`config.mk`:
```
export PLATFORM = sky130hd
export DESIGN_NAME = page_stage_buf
export DESIGN_NICKNAME = d
export VERILOG_FILES = /design/src/rtl/pwb_pkg.sv /design/src/rtl/pwb_pick.sv /design/src/rtl/pwb_store.sv /design/src/rtl/page_stage_buf.sv
export SDC_FILE = /design/constraint.sdc
export NUM_CORES = 1
export LEC_CHECK = 0
export BUFFER_PORTS_ARGS = -buffer_cell sky130_fd_sc_hd__buf_2
export CORE_MARGIN = 8
export CORE_UTILIZATION = 55
export DETAILED_ROUTE_END_ITERATION = 12
export GPL_ROUTABILITY_DRIVEN = 1
export PLACE_DENSITY = 0.79
export RECOVER_POWER = 50
export SETUP_SLACK_MARGIN = 0.4
export SYNTH_ARGS = -nofsm -noshare
export SYNTH_HDL_FRONTEND = slang
export SYNTH_SLANG_ARGS = --single-unit
```
`constraint.sdc`:
```
create_clock -name clk -period 3.9 [get_ports clk]
set_clock_uncertainty 0.1 [all_clocks]
set_input_delay 0.585 -clock clk [delete_from_list [all_inputs] [get_ports clk]]
set_output_delay 0.585 -clock clk [all_outputs]
set_load 0.02 [all_outputs]
```
`src/rtl/pwb_pkg.sv`:
```
package pwb_pkg;
    localparam int DEF_DATA_W     = 8;
    localparam int DEF_PAGE_BYTES = 32;
    localparam int DEF_ADDR_W     = 13;
endpackage

```
`src/rtl/pwb_pick.sv`:
```
module pwb_pick #(
    parameter int N  = 32,
    localparam int IW = $clog2(N)
) (
    input  logic [N-1:0]  mask_i,
    output logic          found_o,
    output logic [IW-1:0] idx_o
);
    // lowest set bit wins
    always_comb begin
        found_o = 1'b0;
        idx_o   = '0;
        for (int i = N - 1; i >= 0; i--) begin
            if (mask_i[i]) begin
                found_o = 1'b1;
                idx_o   = i[IW-1:0];
            end
        end
    end
endmodule

```
`src/rtl/pwb_store.sv`:
```
module pwb_store #(
    parameter int DW    = 8,
    parameter int DEPTH = 32,
    localparam int AW   = $clog2(DEPTH)
) (
    input  logic          clk,
    input  logic          we_i,
    input  logic [AW-1:0] waddr_i,
    input  logic [DW-1:0] wdata_i,
    input  logic [AW-1:0] raddr_i,
    output logic [DW-1:0] rdata_o
);
    logic [DW-1:0] ent_d [DEPTH];
    logic [DW-1:0] ent_q [DEPTH];

    for (genvar g = 0; g < DEPTH; g++) begin : g_ent
        always_comb begin
            ent_d[g] = ent_q[g];
            if (we_i && waddr_i == AW'(g)) begin
                ent_d[g] = wdata_i;
            end
        end

        always_ff @(posedge clk) begin
            ent_q[g] <= ent_d[g];
        end
    end

    assign rdata_o = ent_q[raddr_i];
endmodule

```
`src/rtl/page_stage_buf.sv`:
```
module page_stage_buf
    import pwb_pkg::*;
#(
    parameter int DATA_W     = DEF_DATA_W,
    parameter int PAGE_BYTES = DEF_PAGE_BYTES,
    parameter int ADDR_W     = DEF_ADDR_W
) (
    input  logic              clk,
    input  logic              rst_n,
    input  logic              load_i,
    input  logic [ADDR_W-1:0] addr_i,
    input  logic              byte_vld_i,
    input  logic [DATA_W-1:0] byte_i,
    input  logic              commit_i,
    input  logic              abort_i,
    input  logic              wp_i,
    output logic              busy_o,
    output logic              mem_we_o,
    output logic [ADDR_W-1:0] mem_addr_o,
    output logic [DATA_W-1:0] mem_wdata_o
);
    localparam int OFS_W = $clog2(PAGE_BYTES);
    localparam int PG_W  = ADDR_W - OFS_W;

    typedef struct packed {
        logic [PG_W-1:0]       page;
        logic [OFS_W-1:0]      ofs;
        logic [PAGE_BYTES-1:0] mask;
        logic                  busy;
    } st_t;

    st_t s_d, s_q;

    logic             st_we;
    logic             pick_found;
    logic [OFS_W-1:0] pick_idx;
    logic [DATA_W-1:0] rd_byte;
    logic [PAGE_BYTES-1:0] mask_left;

    pwb_pick #(.N(PAGE_BYTES)) u_pick (
        .mask_i  (s_q.mask),
        .found_o (pick_found),
        .idx_o   (pick_idx)
    );

    pwb_store #(.DW(DATA_W), .DEPTH(PAGE_BYTES)) u_store (
        .clk     (clk),
        .we_i    (st_we),
        .waddr_i (s_q.ofs),
        .wdata_i (byte_i),
        .raddr_i (pick_idx),
        .rdata_o (rd_byte)
    );

    always_comb begin
        s_d       = s_q;
        st_we     = 1'b0;
        mask_left = s_q.mask;
        if (abort_i) begin
            s_d.mask = '0;
            s_d.busy = 1'b0;
        end else if (s_q.busy) begin
            if (pick_found) begin
                mask_left[pick_idx] = 1'b0;
            end
            s_d.mask = mask_left;
            s_d.busy = (mask_left != '0);
        end else begin
            if (load_i) begin
                s_d.page = addr_i[ADDR_W-1:OFS_W];
                s_d.ofs  = addr_i[OFS_W-1:0];
                s_d.mask = '0;
            end else if (byte_vld_i) begin
                st_we              = 1'b1;
                s_d.mask[s_q.ofs]  = 1'b1;
                s_d.ofs            = s_q.ofs + 1'b1;
            end
            if (commit_i && !wp_i && s_d.mask != '0) begin
                s_d.busy = 1'b1;
            end
        end
    end

    always_ff @(posedge clk or negedge rst_n) begin
        if (!rst_n) begin
            s_q <= '0;
        end else begin
            s_q <= s_d;
        end
    end

    assign busy_o      = s_q.busy;
    assign mem_we_o    = s_q.busy && pick_found;
    assign mem_addr_o  = {s_q.page, pick_idx};
    assign mem_wdata_o = rd_byte;


    ofs_step_chk: assert property (@(posedge clk) disable iff (!rst_n)
        (!s_q.busy && byte_vld_i && !load_i && !abort_i)
        |=> (s_q.ofs == OFS_W'($past(s_q.ofs) + 1'b1)) && (s_q.page == $past(s_q.page)));


    burst_drain_chk: assert property (@(posedge clk) disable iff (!rst_n)
        (s_q.busy && !abort_i)
        |=> ($countones(s_q.mask) + 1) == $countones($past(s_q.mask)));


    wp_block_chk: assert property (@(posedge clk) disable iff (!rst_n)
        (!s_q.busy && wp_i) |=> !s_q.busy);


    busy_hold_chk: assert property (@(posedge clk) disable iff (!rst_n)
        (s_q.busy && !abort_i)
        |=> (s_q.ofs == $past(s_q.ofs)) && (s_q.page == $past(s_q.page)));


    abort_clear_chk: assert property (@(posedge clk) disable iff (!rst_n)
        abort_i |=> (s_q.mask == '0) && !s_q.busy);


    empty_commit_chk: assert property (@(posedge clk) disable iff (!rst_n)
        (!s_q.busy && commit_i && !byte_vld_i && s_q.mask == '0) |=> !s_q.busy);
endmodule

```
* Word level (Yosys, flattened, before mapping)
Memories as Yosys holds them, arrays and structs flattened.
Cells that the tools add are included.
Widths: inputs -> output; s select.
** Storage, ports and cells
- Output and inout port bits :: 23
- Bits of input ports :: 28
- Bits in writable memories :: 256
- Memories :: 1
- Bits in latches :: 0
- Register bits :: 46
- Bits in read-only memories :: 0
** Cells by class
- $mul :: 0
- Div/mod/pow operators :: 0
- Eq/ne operators :: 63
- $lt $le $gt $ge :: 4
- Reductions and logical operators :: 75
- Shift operators :: 0
- Bitwise logic cells :: 5
- Add/subtract/negate cells :: 1
- Multiplexer cells :: 207
** Memory list
- u_store.ent_q :: depth 32, bits a word 8, read ports 1, clocked after memory_dff 0, wr ports 1, RTL line pwb_store.sv:14 : logic [DW-1:0] ent_q [DEPTH];
** Operator list (count)
- $mux 8 :: 63
- $mux 5 :: 63
- $reduce_or 8->1 :: 31
- $mux 37 :: 4
- $mux 32 :: 3
- $eq 5x5->1 const B :: 16
- $mux 1 :: 70
- $mux 33 :: 2
- $reduce_bool 32->1 :: 2
- $eq 5x4->1 const B :: 8
- $logic_and 1x1->1 :: 37
- $and 32x32->32 :: 1
- $ne 1x1->1 const B :: 32
- $not 32->32 :: 1
- $or 32x32->32 :: 1
- $eq 5x3->1 const B :: 4
- $lt 5x6->1 const B :: 2
- $demux 1 s5 :: 2
- $eq 5x2->1 const B :: 2
- $ge 5x1->1 const B :: 2
- $reduce_and 3->1 :: 2
- $add 5x1->5 const B :: 1
- $eq 5x1->1 const B :: 1
- $logic_not 5->1 :: 1
- 3 further kinds :: 4

* Logic depth before layout (Yosys ltp)
Gate-level depths: netlist (run 1).
- Depth after elaboration :: 44
- Gate-level depth with buffers :: 13
- Depth with buffers taken out :: 10

* Hierarchy
From an unflattened synthesis (run 1), not the netlist that was laid out.
** Second synthesis, totals
- Cell total of the unflattened synthesis :: 799
- Area total of the unflattened synthesis :: 13132.6 sq um
** Modules (own cells, without submodules)
- pwb_store :: area each 9923.3 sq um, times used 1, cells each 416, seq. area each 7687.4 sq um
- page_stage_buf :: area each 2839.0 sq um, times used 1, cells each 318, seq. area each 1151.1 sq um
- pwb_pick :: area each 370.4 sq um, times used 1, cells each 65, seq. area each 0.0 sq um

* Least setup slack after synthesis (run 1)
No wires, ideal clock.
- Path kind :: flip-flop to output port
- Start point :: register s_q[10] (netlist name)
- End point :: output port mem_wdata_o[1]
- Arrival :: 2983 ps
- Required time :: 3215 ps
- Slack :: 232 ps
- Stages on the path, launching flop included :: 11
- Path buffers :: 1
- Cell sequence :: dfrtp_1 nor3b_1 or4_4 a21o_1 and3_1 buf_2 nand2_2 mux2_2 a222oi_1 o2bb2ai_1 or4_1
** Between the ends
- Longest elaborated chain between the ends :: 11
** Ends and longest elaborated chain
- from (decl) :: RTL line page_stage_buf.sv:32 : st_t s_d, s_q;
- from (signal assigned) :: RTL line page_stage_buf.sv:86 : s_q <= '0;
- from (signal assigned) :: RTL line page_stage_buf.sv:88 : s_q <= s_d;
- $mux 5 (10 in a row) :: RTL line pwb_pick.sv:14 : if (mask_i[i]) begin
- $mem_v2 32x8
- to (decl) :: RTL line page_stage_buf.sv:20 : output logic [DATA_W-1:0] mem_wdata_o
Every way passes these cells.

* Worst setup path in the final report (run 1)
- Start point :: register s_q[8] (netlist name)
- End point :: output port mem_wdata_o[5]
** Between the ends
- Longest elaborated chain between the ends :: 9
** Ends and longest elaborated chain (RTL line)
- $mux 5 (8 in a row) :: pwb_pick.sv:14
- $mem_v2 32x8
Every way passes these cells.

==> impl_metrics.tcl, run 1 <==
set metrics [dict create \
    ys.flop_type "edfxtp_1" \
    cts_num_sinks 302 \
    arrival_ns 3.75 \
    fmax_ghz 0.225 \
    rsz0062_at_grt "true" \
    die-area_mm2 0.0298 \
    layout_common_cells "edfxtp_1 (256), buf_4 (119), nand2_1 (86)" \
    vias 11000 \
    nets 1257 \
    clkTransAtPathRegs_ns 0.06 \
    fp.dieH_um 173 \
    synth-warning-count 0 \
    seq_area_frac_synth 0.655 \
    initial_core_util 0.558 \
    cts_tree "built" \
    period_share 1.14 \
    gp_congestion 1.05 \
    numCtsBuffers 30 \
    period_minus_slack_ns 4.44 \
    status "finished, violations left" \
    dpl.hpwl_um 30500 \
    drc 0 \
    die_x_um 173 \
    dp_slack_ns -0.0329 \
    grt_max_degree 59 \
    startpoint_type "flip-flop" \
    criticalPathCategory "flip-flop to output port" \
    synth_edf_count 256 \
    wl_per_cell_um 30.5 \
    cts_root_buffer "clkbuf_16" \
    clock_latency_ns 0.57 \
    grt_usage 0.302 \
    antenna_found_initial 1 \
    finalWorstSetupSlack_ns -0.535 \
    drt_iter0_drc 1578 \
    grt_pass1_vias 10700 \
    grt-ovfl-total 0 \
    ys_types 76 \
    synth_fp_nets 1108 \
    end_kind "output port" \
    drive_above_1_share 0.251 \
    synthesis.instances 1074 \
    cts-htree-levels 1 \
    maxCapViolations 4 \
    pin_count 51 \
    grtUsageMet3 0.0643 \
    postCtsHoldBufs 0 \
    timing.final.max_slew_violations 146 \
    core_mm2 0.0242 \
    routed_wl_um 47900 \
    firstDrtPassIters 8 \
    min_path_type "input pin to flip-flop" \
    tightest_slew_ns 2.63 \
    top_usage_layer "met2" \
    syn-cell-area_mm2 0.0135 \
    area_delta_synth_final_pct 22.9 \
    hold_viol 0 \
    grt_use_met1 0.374 \
    crit_fanout 7 \
    std_cell_rows 57 \
    fillers 1606 \
    setup_viol 8 \
    final_common_cell "edfxtp_1" \
    postSynthAreaPerCell_um2 12.6 \
    avgViaCountPerCell 7.01 \
    worstPathRequired_ns 3.21 \
    io_buffers 50 \
    ant_nets 0 \
    grt_pass1_wl_um 68500 \
    grt_use_met2 0.482 \
    violations "max-capacitance violations, max-slew violations, negative setup slack" \
    async_reset_ff_frac 0.152 \
    ys_ff_latch 302 \
    cts_max_path_buffers 3 \
    relSlewSlack -0.754 \
]
[layer usage]
layer | vias up | wire length (um)
met5 | - | 0
met1 | 5316 | 16100
met4 | 0 | 3520
met2 | 963 | 22200
li1 | 4479 | -
met3 | 244 | 6060
[critical path, stage by stage, from the launching register on]
cell and delay, ns:
dfrtp_1 0.39, nor2b_4 0.13, or4_4 0.59, buf_4 0.18, a32oi_4 0.29, nand2b_4 0.11, nand3_4 0.15, buf_12 0.16
mux2i_2 0.23, o22ai_1 0.12, a211oi_2 0.38, nand4_1 0.23, buf_4 0.21
[sequential cells by signal, summed over array words and instances, names as in the netlist]
signal	cells
u_store.ent_q	256
busy_o	1
mem_addr_o	8
s_q	37
[worst paths after layout]
path / from / depth (start not counted) / end / slack [ns]
min: addr_i[5] / 2 / mem_addr_o[5] / 0.15
max in group asynchronous: rst_n / 1 / s_q[26] / 1.27
min reg2reg: mem_addr_o[5] / 1 / mem_addr_o[5] / 0.40
max: s_q[8] / 12 / mem_wdata_o[5] / -0.54
min in group asynchronous: rst_n / 1 / mem_addr_o[12] / 0.75
max reg2reg: s_q[7] / 11 / busy_o / 0.46
[per-stage QoR]
stage / hold slack [ns] / setup TNS (ns) / utilization / cells / instance area (um2)
3_3_place_gp: 0.384 / 0 / 0.610 / 1480 / 14700
6_report: 0.152 / -3.51 / 0.686 / 1570 / 16600
2_1_floorplan: 0.189 / 0 / - / 1074 / 13500
5_1_grt: 0.154 / -4.05 / 0.686 / 1569 / 16600
3_5_place_dp: 0.390 / -0.0329 / 0.610 / 1480 / 14700
4_1_cts: 0.137 / -2.83 / 0.674 / 1555 / 16300
[cells in the mapped netlist (all sizes together) (4+ instances only)]
| master | number | area share |
|---|---|---|
| edfxtp | 256 | 0.57 |
| or3 | 7 | 0.0036 |
| o22ai | 12 | 0.0056 |
| o211ai | 4 | 0.0022 |
| a31oi | 8 | 0.0042 |
| ha | 6 | 0.0056 |
| o2bb2ai | 8 | 0.0052 |
| inv | 15 | 0.0042 |
| a21o | 6 | 0.0033 |
| a221oi | 17 | 0.011 |
| a211oi | 27 | 0.015 |
| nand2b | 8 | 0.0037 |
| o31ai | 5 | 0.0028 |
| nand4 | 8 | 0.0037 |
| a21oi | 48 | 0.018 |
| o311ai | 5 | 0.0032 |
| a32oi | 7 | 0.0059 |
| o21ai | 78 | 0.029 |
| a22oi | 31 | 0.017 |
| and2 | 12 | 0.0056 |
| clkbuf | 39 | 0.011 |
| dfrtp | 46 | 0.085 |
| nand2 | 88 | 0.025 |
| and3 | 7 | 0.0032 |
| buf | 37 | 0.017 |
| nand3 | 52 | 0.020 |
| nor4 | 14 | 0.0070 |
| mux2 | 12 | 0.010 |
| mux2i | 45 | 0.033 |
| or4 | 9 | 0.0053 |
| a22o | 10 | 0.0065 |
| nor2 | 86 | 0.025 |
| nor3 | 18 | 0.0070 |
[cell type report]
type | instances | area [um2] | area share
Tap cell | 324 | 405 | 0.0244
Clock buffer | 35 | 769 | 0.0464
Timing Repair Buffer | 193 | 1660 | 0.100
Antenna cell | 1 | 2.50 | 0.000151
Multi-Input combinational cell | 679 | 4670 | 0.282
Sequential cell | 302 | 8840 | 0.533
Clock inverter | 19 | 164 | 0.00988
Inverter | 17 | 70.1 | 0.00422
[cell families after synthesis]
| kind of cell | share of synthesized area |
|---|---|
| compound gates | 0.148 |
| fa+ha+maj | 0.00556 |
| buf+inv | 0.0323 |
| flops | 0.655 |
| mux | 0.0434 |
| simple gates | 0.116 |
[repair_timing]
| item | in CTS | in global routing |
|---|---|---|
| setup buffers | 17 | 12 |
| setup endpoints to repair | 10 | 11 |
| resized for setup | 75 | 48 |
| pin swaps | 26 | 18 |
| gates cloned | 4 | 2 |
Power of run 1 is left out: the tool's default activity adds up to more than one toggle a clock period on the data nets, which glitch-free logic cannot reach.
==> run 2, diff against run 1 <==
Settings changed: REMOVE_ABC_BUFFERS from default to 1.
==> impl_metrics.tcl, run 2 (synthesis results as in run 1) <==
set metrics [dict create \
    worstPathRequired_ns 3.21 \
    area_delta_synth_final_pct 19.0 \
    top_register "u_store.ent_q" \
    drc 0 \
    status "finished, violations left" \
    hold_path_end "mem_addr_o[9]" \
    grtUsageMet3 0.0577 \
    grt_use_met1 0.367 \
    numCtsBuffers 30 \
    core_mm2 0.0242 \
    end_kind "output port" \
    min-delay-start "addr_i[9]" \
    setup_viol 8 \
    ant_nets 0 \
    pin_count 51 \
    final_common_cell "edfxtp_1" \
    tightest_slew_ns 2.62 \
    die-area_mm2 0.0298 \
    postCtsHoldBufs 0 \
    fmax_ghz 0.231 \
    rr_startpoint "s_q[15]" \
    r2r_cells 10 \
    drt_iter0_drc 1907 \
    vias 10800 \
    path_cells "nand2b_1, a21oi_1, nor3_2, o21a_1, buf_4, o21ai_0, a21oi_1, a221o_1, a222oi_1, nand3_1, buf_6" \
    rsz0062_at_grt "true" \
    firstDrtPassIters 9 \
    period_share 1.11 \
    clock_latency_ns 0.58 \
    fp.dieH_um 173 \
    hold_depth 2 \
    criticalPathCategory "flip-flop to output port" \
    r2r_setup_slack_ns 0.49 \
    period_minus_slack_ns 4.33 \
    grt_pass1_wl_um 65300 \
    path_buf_inv 2 \
    grt_usage 0.285 \
    timing.final.max_slew_violations 178 \
    cts-htree-levels 1 \
    crit_start "s_q[19]" \
    io_buffers 50 \
    routed_wl_um 44100 \
    fin_setup_tns_ns -3.08 \
    dpl.hpwl_um 28700 \
    cts_num_sinks 302 \
    hold_viol 0 \
    min_path_type "input pin to flip-flop" \
    timing.critical_path.slowest_cell_delay_ns 0.49 \
    clkTransAtPathRegs_ns 0.07 \
    nets 1238 \
    violations "max-capacitance violations, max-slew violations, negative setup slack" \
    dp_cells 1485 \
    cts_max_path_buffers 3 \
    crit_path_top_delay_cell "a21oi_1" \
    crit_path_frequent_cell "a21oi_1" \
    top_usage_layer "met2" \
    arrival_ns 3.64 \
    fin_cells 1548 \
    die_x_um 173 \
    critPathTopFamily "compound AO/OA/AOI/OAI gates" \
    antenna_found_initial 0 \
    gp_congestion 1.02 \
    maxCapViolations 5 \
    post-route-util 0.664 \
    drive_above_1_share 0.217 \
    r2r_end "busy_o" \
    initial_core_util 0.558 \
    avgViaCountPerCell 6.96 \
    startpoint_type "flip-flop" \
    grt_pass1_vias 10500 \
    largest_reg_flops 256 \
    layout_common_cells "edfxtp_1 (256), buf_4 (110), nand2_1 (86)" \
    dp_slack_ns -0.0376 \
    grt-ovfl-total 0 \
    std_cell_rows 57 \
    finalWorstSetupSlack_ns -0.425 \
    crit_fanout 7 \
    grt_max_degree 47 \
    grt_use_met2 0.442 \
    wl_per_cell_um 28.5 \
    cts_tree "built" \
    cts_root_buffer "clkbuf_16" \
    relSlewSlack -0.745 \
]
-- run 2: cell count changes in the layout (fill, tap and decap cells not counted), sizes merged --
cell      previous run  this run
buf                177       158
clkinv              19        13
bufinv               2         5
clkinvlp             0         2
bufbuf               2         0
-- run 2: worst max-delay path by stage --
stage | end | cells after the start
2_1_floorplan | mem_wdata_o[5] | 9
3_3_place_gp | mem_wdata_o[3] | 11
3_5_place_dp | mem_wdata_o[6] | 12
4_1_cts | mem_wdata_o[6] | 10
5_1_grt | mem_wdata_o[3] | 13
6_report | mem_wdata_o[6] | 11
-- run 2: cell type report --
| cell class | instances | area (um2) |
|---|---|---|
| Clock buffer | 33 | 762 |
| Tap cell | 324 | 405 |
| Multi-Input combinational cell | 679 | 4440 |
| Timing Repair Buffer | 174 | 1310 |
| Antenna cell | 1 | 2.50 |
| Clock inverter | 18 | 236 |
| Inverter | 17 | 63.8 |
| Sequential cell | 302 | 8840 |
| Fill cell | 1671 | 8110 |
-- run 2: routing by layer --
metal  vias up  share of wire  wire, um
li1       4429              -         -
met1      5145           0.35     15300
met2       977           0.45     20000
met3       224           0.13      5690
met4         0          0.069      3050
met5         -              0         0
-- run 2: metrics by stage --
step                      instance area, um2  hold WS (ns)
after floorplan                        13100         0.189
after global placement                 14700         0.385
after detailed placement               14700         0.392
after CTS                              16000         0.133
after global routing                   16100         0.164
final                                  16100         0.160
-- run 2: timing repair --
item	in CTS	in global routing
endpoints found under the setup margin	9	11
pin swaps	12	8
gates resized for setup	55	27
buffers inserted	6	4
cloned	1	0
Power of run 2 is left out for the same reason.
